==> src/rtl/cond_eval_pkg.sv <==
package cond_eval_pkg;
   localparam int FLAG_W = 4;
   localparam int CODE_W = 4;

   typedef struct packed {
      logic n;
      logic z;
      logic c;
      logic v;
   } flags_t;

   // base-test selector taken from the upper three code bits
   typedef enum logic [2:0] {
      BT_ZERO  = 3'd0,
      BT_CARRY = 3'd1,
      BT_NEG   = 3'd2,
      BT_OVF   = 3'd3,
      BT_UHI   = 3'd4,
      BT_SGE   = 3'd5,
      BT_SGT   = 3'd6,
      BT_ALL   = 3'd7
   } base_sel_e;
endpackage

==> src/rtl/cond_decode.sv <==
module cond_decode
   import cond_eval_pkg::*;
#(
   parameter int CODE_BITS = 4
) (
   input  logic [CODE_BITS-1:0] code,
   input  flags_t               flg,
   output logic                 pass,
   output logic                 uncond
);
   localparam logic [CODE_BITS-1:0] UNCOND_CODE = '1;

   if (CODE_BITS != CODE_W) begin : g_bad_width
      $error("cond_decode: CODE_BITS must be 4");
   end

   base_sel_e sel;
   logic      base_ok;
   logic      is_all;

   assign sel    = base_sel_e'(code[CODE_BITS-1:1]);
   assign is_all = (sel == BT_ALL);

   always_comb begin
      unique case (sel)
         BT_ZERO:  base_ok = flg.z;
         BT_CARRY: base_ok = flg.c;
         BT_NEG:   base_ok = flg.n;
         BT_OVF:   base_ok = flg.v;
         BT_UHI:   base_ok = flg.c & ~flg.z;
         BT_SGE:   base_ok = ~(flg.n ^ flg.v);
         BT_SGT:   base_ok = ~flg.z & ~(flg.n ^ flg.v);
         default:  base_ok = 1'b1;
      endcase
   end

   // the inversion bit is ignored for the top base test
   assign pass   = is_all ? 1'b1 : (base_ok ^ code[0]);
   assign uncond = (code == UNCOND_CODE);
endmodule

==> src/rtl/flag_store.sv <==
module flag_store
   import cond_eval_pkg::*;
#(
   parameter int WIDTH = 4
) (
   input  logic             clk,
   input  logic             rst,
   input  logic             load,
   input  logic [WIDTH-1:0] din,
   output logic [WIDTH-1:0] q
);
   if (WIDTH != FLAG_W) begin : g_bad_width
      $error("flag_store: WIDTH must match the flag count");
   end

   for (genvar i = 0; i < WIDTH; i++) begin : g_bit
      always_ff @(posedge clk) begin
         if (rst)       q[i] <= 1'b0;
         else if (load) q[i] <= din[i];
      end
   end

   a_r7_load_lands: assert property (@(posedge clk) disable iff (rst)
      load |=> (q == $past(din)));
   a_r7_hold_when_idle: assert property (@(posedge clk) disable iff (rst)
      !load |=> $stable(q));
endmodule

==> src/rtl/commit_gate.sv <==
module commit_gate (
   input  logic clk,
   input  logic rst,
   input  logic valid,
   input  logic pass,
   input  logic uncond,
   input  logic flag_req,
   input  logic rd_req,
   input  logic st_req,
   output logic commit,
   output logic flag_load,
   output logic rd_we,
   output logic st_we,
   output logic squash
);
   assign commit    = valid & (pass | uncond);
   assign squash    = valid & ~commit;
   assign flag_load = commit & flag_req;
   assign rd_we     = commit & rd_req;
   assign st_we     = commit & st_req;

   a_r5_idle_no_commit: assert property (@(posedge clk) disable iff (rst)
      !valid |-> !commit && !rd_we && !st_we && !flag_load && !squash);
   a_r6_squash_blocks_writes: assert property (@(posedge clk) disable iff (rst)
      squash |-> !rd_we && !st_we && !flag_load);
   a_r4_uncond_commits: assert property (@(posedge clk) disable iff (rst)
      (valid && uncond) |-> commit);
endmodule

==> src/rtl/cond_eval_unit.sv <==
module cond_eval_unit
   import cond_eval_pkg::*;
#(
   parameter int INSTR_W  = 32,
   parameter int COND_LSB = 28
) (
   input  logic               clk,
   input  logic               rst,
   input  logic               valid,
   input  logic [INSTR_W-1:0] instr,
   input  logic               flag_we,
   input  logic [3:0]         flag_new,
   input  logic               rd_we_req,
   input  logic               st_we_req,
   output logic               cond_pass,
   output logic               uncond_class,
   output logic               commit_en,
   output logic               rd_we,
   output logic               st_we,
   output logic               suppress,
   output logic [3:0]         flags_q
);
   localparam int COND_MSB = COND_LSB + CODE_W - 1;

   if (COND_MSB >= INSTR_W) begin : g_bad_field
      $error("cond_eval_unit: condition field lies outside the word");
   end

   logic [CODE_W-1:0] code;
   logic              flag_load;
   flags_t            cur_flags;

   assign code      = instr[COND_MSB:COND_LSB];
   assign cur_flags = flags_t'(flags_q);

   cond_decode #(.CODE_BITS(CODE_W)) u_dec (
      .code   (code),
      .flg    (cur_flags),
      .pass   (cond_pass),
      .uncond (uncond_class)
   );

   commit_gate u_gate (
      .clk       (clk),
      .rst       (rst),
      .valid     (valid),
      .pass      (cond_pass),
      .uncond    (uncond_class),
      .flag_req  (flag_we),
      .rd_req    (rd_we_req),
      .st_req    (st_we_req),
      .commit    (commit_en),
      .flag_load (flag_load),
      .rd_we     (rd_we),
      .st_we     (st_we),
      .squash    (suppress)
   );

   flag_store #(.WIDTH(FLAG_W)) u_flags (
      .clk  (clk),
      .rst  (rst),
      .load (flag_load),
      .din  (flag_new),
      .q    (flags_q)
   );

   a_r3_always_passes: assert property (@(posedge clk) disable iff (rst)
      (code == 4'b1110) |-> cond_pass && !uncond_class);
   a_r4_top_code_class: assert property (@(posedge clk) disable iff (rst)
      (code == 4'b1111) |-> uncond_class && cond_pass);
   a_r7_failed_write_ignored: assert property (@(posedge clk) disable iff (rst)
      (valid && !commit_en && flag_we) |=> $stable(flags_q));
   a_r8_reset_clears: assert property (@(posedge clk)
      rst |=> (flags_q == 4'b0000));
endmodule

==> config.mk <==
export PLATFORM = sky130hd
export DESIGN_NAME = cond_eval_unit
export DESIGN_NICKNAME = d
export VERILOG_FILES = /design/src/rtl/cond_eval_pkg.sv /design/src/rtl/cond_decode.sv /design/src/rtl/flag_store.sv /design/src/rtl/commit_gate.sv /design/src/rtl/cond_eval_unit.sv
export SDC_FILE = /design/constraint.sdc
export NUM_CORES = 1
export LEC_CHECK = 0
export BUFFER_PORTS_ARGS = -buffer_cell sky130_fd_sc_hd__buf_2
export CORE_AREA = 2 2 39 41
export CTS_BUF_LIST = sky130_fd_sc_hd__clkbuf_4 sky130_fd_sc_hd__clkbuf_8 sky130_fd_sc_hd__clkbuf_16
export DETAILED_ROUTE_END_ITERATION = 8
export DIE_AREA = 0 0 41 43
export PLACE_DENSITY = 0.73
export SYNTH_ARGS = -nofsm -noshare
export SYNTH_HDL_FRONTEND = slang
export SYNTH_HIERARCHICAL = 1
export SYNTH_SLANG_ARGS = --single-unit
==> constraint.sdc <==
create_clock -name clk -period 4.4 [get_ports clk]
set_clock_uncertainty 0.1 [all_clocks]
set_input_delay 0.22 -clock clk [delete_from_list [all_inputs] [get_ports clk]]
set_output_delay 0.22 -clock clk [all_outputs]
set_load 0.02 [all_outputs]
==> reports/qor.csv <==
metric,value,unit
status,completed,
Post-Syn Nets,79,
VDD IR max,123,uV
worst slew pin tran,423,ps
# rows,14,
Period minus WS final,2180,ps
Setup CP Type,reg -> out,
drt wl/cell,10.4,um
HPWL reported at the end of detailed placement,649,um
main combinational cell family by area after synthesis,simple AND/OR/NAND/NOR gates,
CTS sink count,4,
I/O Pins,52,
Post-synth ARST share,0,%
compound-cell area share of the yosys netlist,20.5,%
Final Max Slew Viols,0,
Worst-path clk slew,40,ps
Netlist cell types,17,
vias in the first global route,288,
global-route usage over all layers,9.15,%
Syn Area/Cell,9.40,um^2
CP max stage cell,a211oi_2,
drt pass-1 iters,4,
"Buf+Inv Stages, Crit Path",1,
Synth area leader,dfxtp_1,
Antenna Nets Post-Route,0,
YS warnings,6,
Top Registers,u_flags/q (4),
RSZ-0062 raised after global routing,no,
DP Area,467,um^2
TNS Setup,0,ps
Yosys reg bits,4,
pwr dens,265,nW/um^2
largest reg by FF count,u_flags/q,
Area Growth Syn to Fin,40.6,%
global-route wire length before repair,1060,um
Peak Freq,0.460,GHz
routed wire length,803,um
Max clock buf depth,2,
MaxCap Viol Count,0,
CTS tree,built,
ratio of cells with drive above 1 in the final layout,50.8,%
ant diodes,0,
Critical Path Max Stage Delay,410,ps
Worst setup SP type,register,
mean number of vias per cell,4.86,
leading post-synthesis cells by cell area,"dfxtp_1 (23%), mux2i_1 (20%), o211a_1 (8.6%)",
Die Wd,41,um
total CTS buffers,3,
"Largest delay share family, worst path",compound AO/OA/AOI/OAI gates,
commonest cells in the netlist,"mux2i_1 (7), nor2_1 (7), dfxtp_1 (4), o211a_1 (3), xnor2_1 (3)",
"Clk Latency, worst-skew pair",230,ps
endpoints failing setup,0,
FILL cells,154,
Worst EP required,4080,ps
area occupied by multi-input gates,248,um^2
cts hold-fix bufs,0,
Die Ht,43,um
Post-synth EDFFs,0,
Initial Util,25.1,%
post-CTS setup buffers,0,
"Top FF cell, synth",dfxtp_1,
Lkg Pwr,0.257,nW
Reg area,80.1,um^2
Post-layout nets,105,
adder-cell area share of the yosys netlist,0,%
CP Capture Type,primary output,
Post-Synth XOR/XNOR Area,7.55,%
largest fanout on the critical path,6,
GP Congestion,0.666,
largest net degree at the start of global routing,8,
port bufs,23,
CTS root buffer,clkbuf_4,
core area,1380,um^2
Vias,374,
H-Tree Depth,1,
Remaining DRCs,0,
Tcrit/Tclk final,49.4,%
post-synthesis sequential area ratio,23.0,%
post-CTS resize count,0,
Finished Cell Area,489,um^2
"Hold Violations, Final",0,
Worst EP arrival,1860,ps
normalized max-slew margin,71.7,%
HP Class,in -> reg,
die footprint,1760,um^2
Gate Count Post-Synth,37,
max reg flops,4,
"Cell Chain, Critical Path",xnor2_1 > a31oi_1 > a221oi_2 > a211oi_2 > o211a_1 > buf_2,
1st-iter DRT viols,9,
post-synth top area share,23.0,%
GRT overflow,0,
multiplexer share of the synthesized area,20.1,%
mapped cell area,348,um^2
initial antenna violation count,0,
Synth Area in Simple Gates,23.0,%
## report_power, final
group / switching, mW / internal [mW] / leakage (nW)
logic: 0.0250 / 0.0195 / 0.210
clock network: 0.0142 / 0.0305 / 0.0138
registers: 0.00211 / 0.0383 / 0.0326
## path summary, 6_finish.rpt
check                                    end  depth (start not counted)  slack (ps)    startpoint
worst max-delay path                   rd_we                          6        2220  u_flags/q[3]
worst min-delay path            u_flags/q[1]                          2         100           rst
worst max register to register  u_flags/q[0]                          7        2340  u_flags/q[3]
worst min register to register  u_flags/q[1]                          2         450  u_flags/q[1]
## cell type report
| class | instances | share of cell area, % |
|---|---|---|
| flip-flops and latches | 4 | 16.4 |
| repair buffers | 23 | 23.5 |
| multi-input cells | 30 | 50.6 |
| clock buffers | 3 | 4.60 |
| inverters | 1 | 0.767 |
| well taps | 16 | 4.09 |
## routing by layer
metal / global-route usage [%] / vias up / routed length, um
met5: 0 / - / 0
met1: 9.35 / 167 / 316
met3: 4.71 / 0 / 103
li1: - / 186 / -
met2: 13.8 / 21 / 382
met4: 6.00 / 0 / 0
## stage by stage
| stage | utilization, % | hold slack, ps | power (mW) | worst slack [ps] | instances |
|---|---|---|---|---|---|
| final | 35.4 | 95.5 | 0.130 | 2220 | 77 |
| after global routing | 35.4 | 94.5 | 0.141 | 2050 | 77 |
| after global placement | 33.7 | 336 | 0.0850 | 2310 | 74 |
| after detailed placement | 33.7 | 339 | 0.0857 | 2300 | 74 |
| after floorplan | - | 192 | 0.0709 | 2120 | 37 |
| after CTS | 35.4 | 84.7 | 0.133 | 2200 | 77 |
## layout by cell type (no fill, tap or decap)
cell type,Yosys,routed
dfxtp_1,4,4
a211oi_2,1,1
nor4b_2,1,1
and4_4,1,1
a31oi_1,1,1
nor2_1,7,7
nand2_1,2,2
o21a_1,1,1
nor3b_2,1,1
clkbuf_4,0,3
nand3b_1,1,1
xnor2_1,3,3
a221oi_2,1,1
mux2i_1,7,7
buf_2,0,23
inv_1,1,1
o211a_1,3,3
## logic make-up (layout without fill, tap and decap cells)
family	count (synthesis)	after routing
and+or+nand+nor	13	13
xor gates and xnor gates	3	3
AOI/OAI and AO/OA	7	7
muxes	7	7
DFF	4	4
buffers and inverters	3	27
Power figures use the tool's default switching activity.
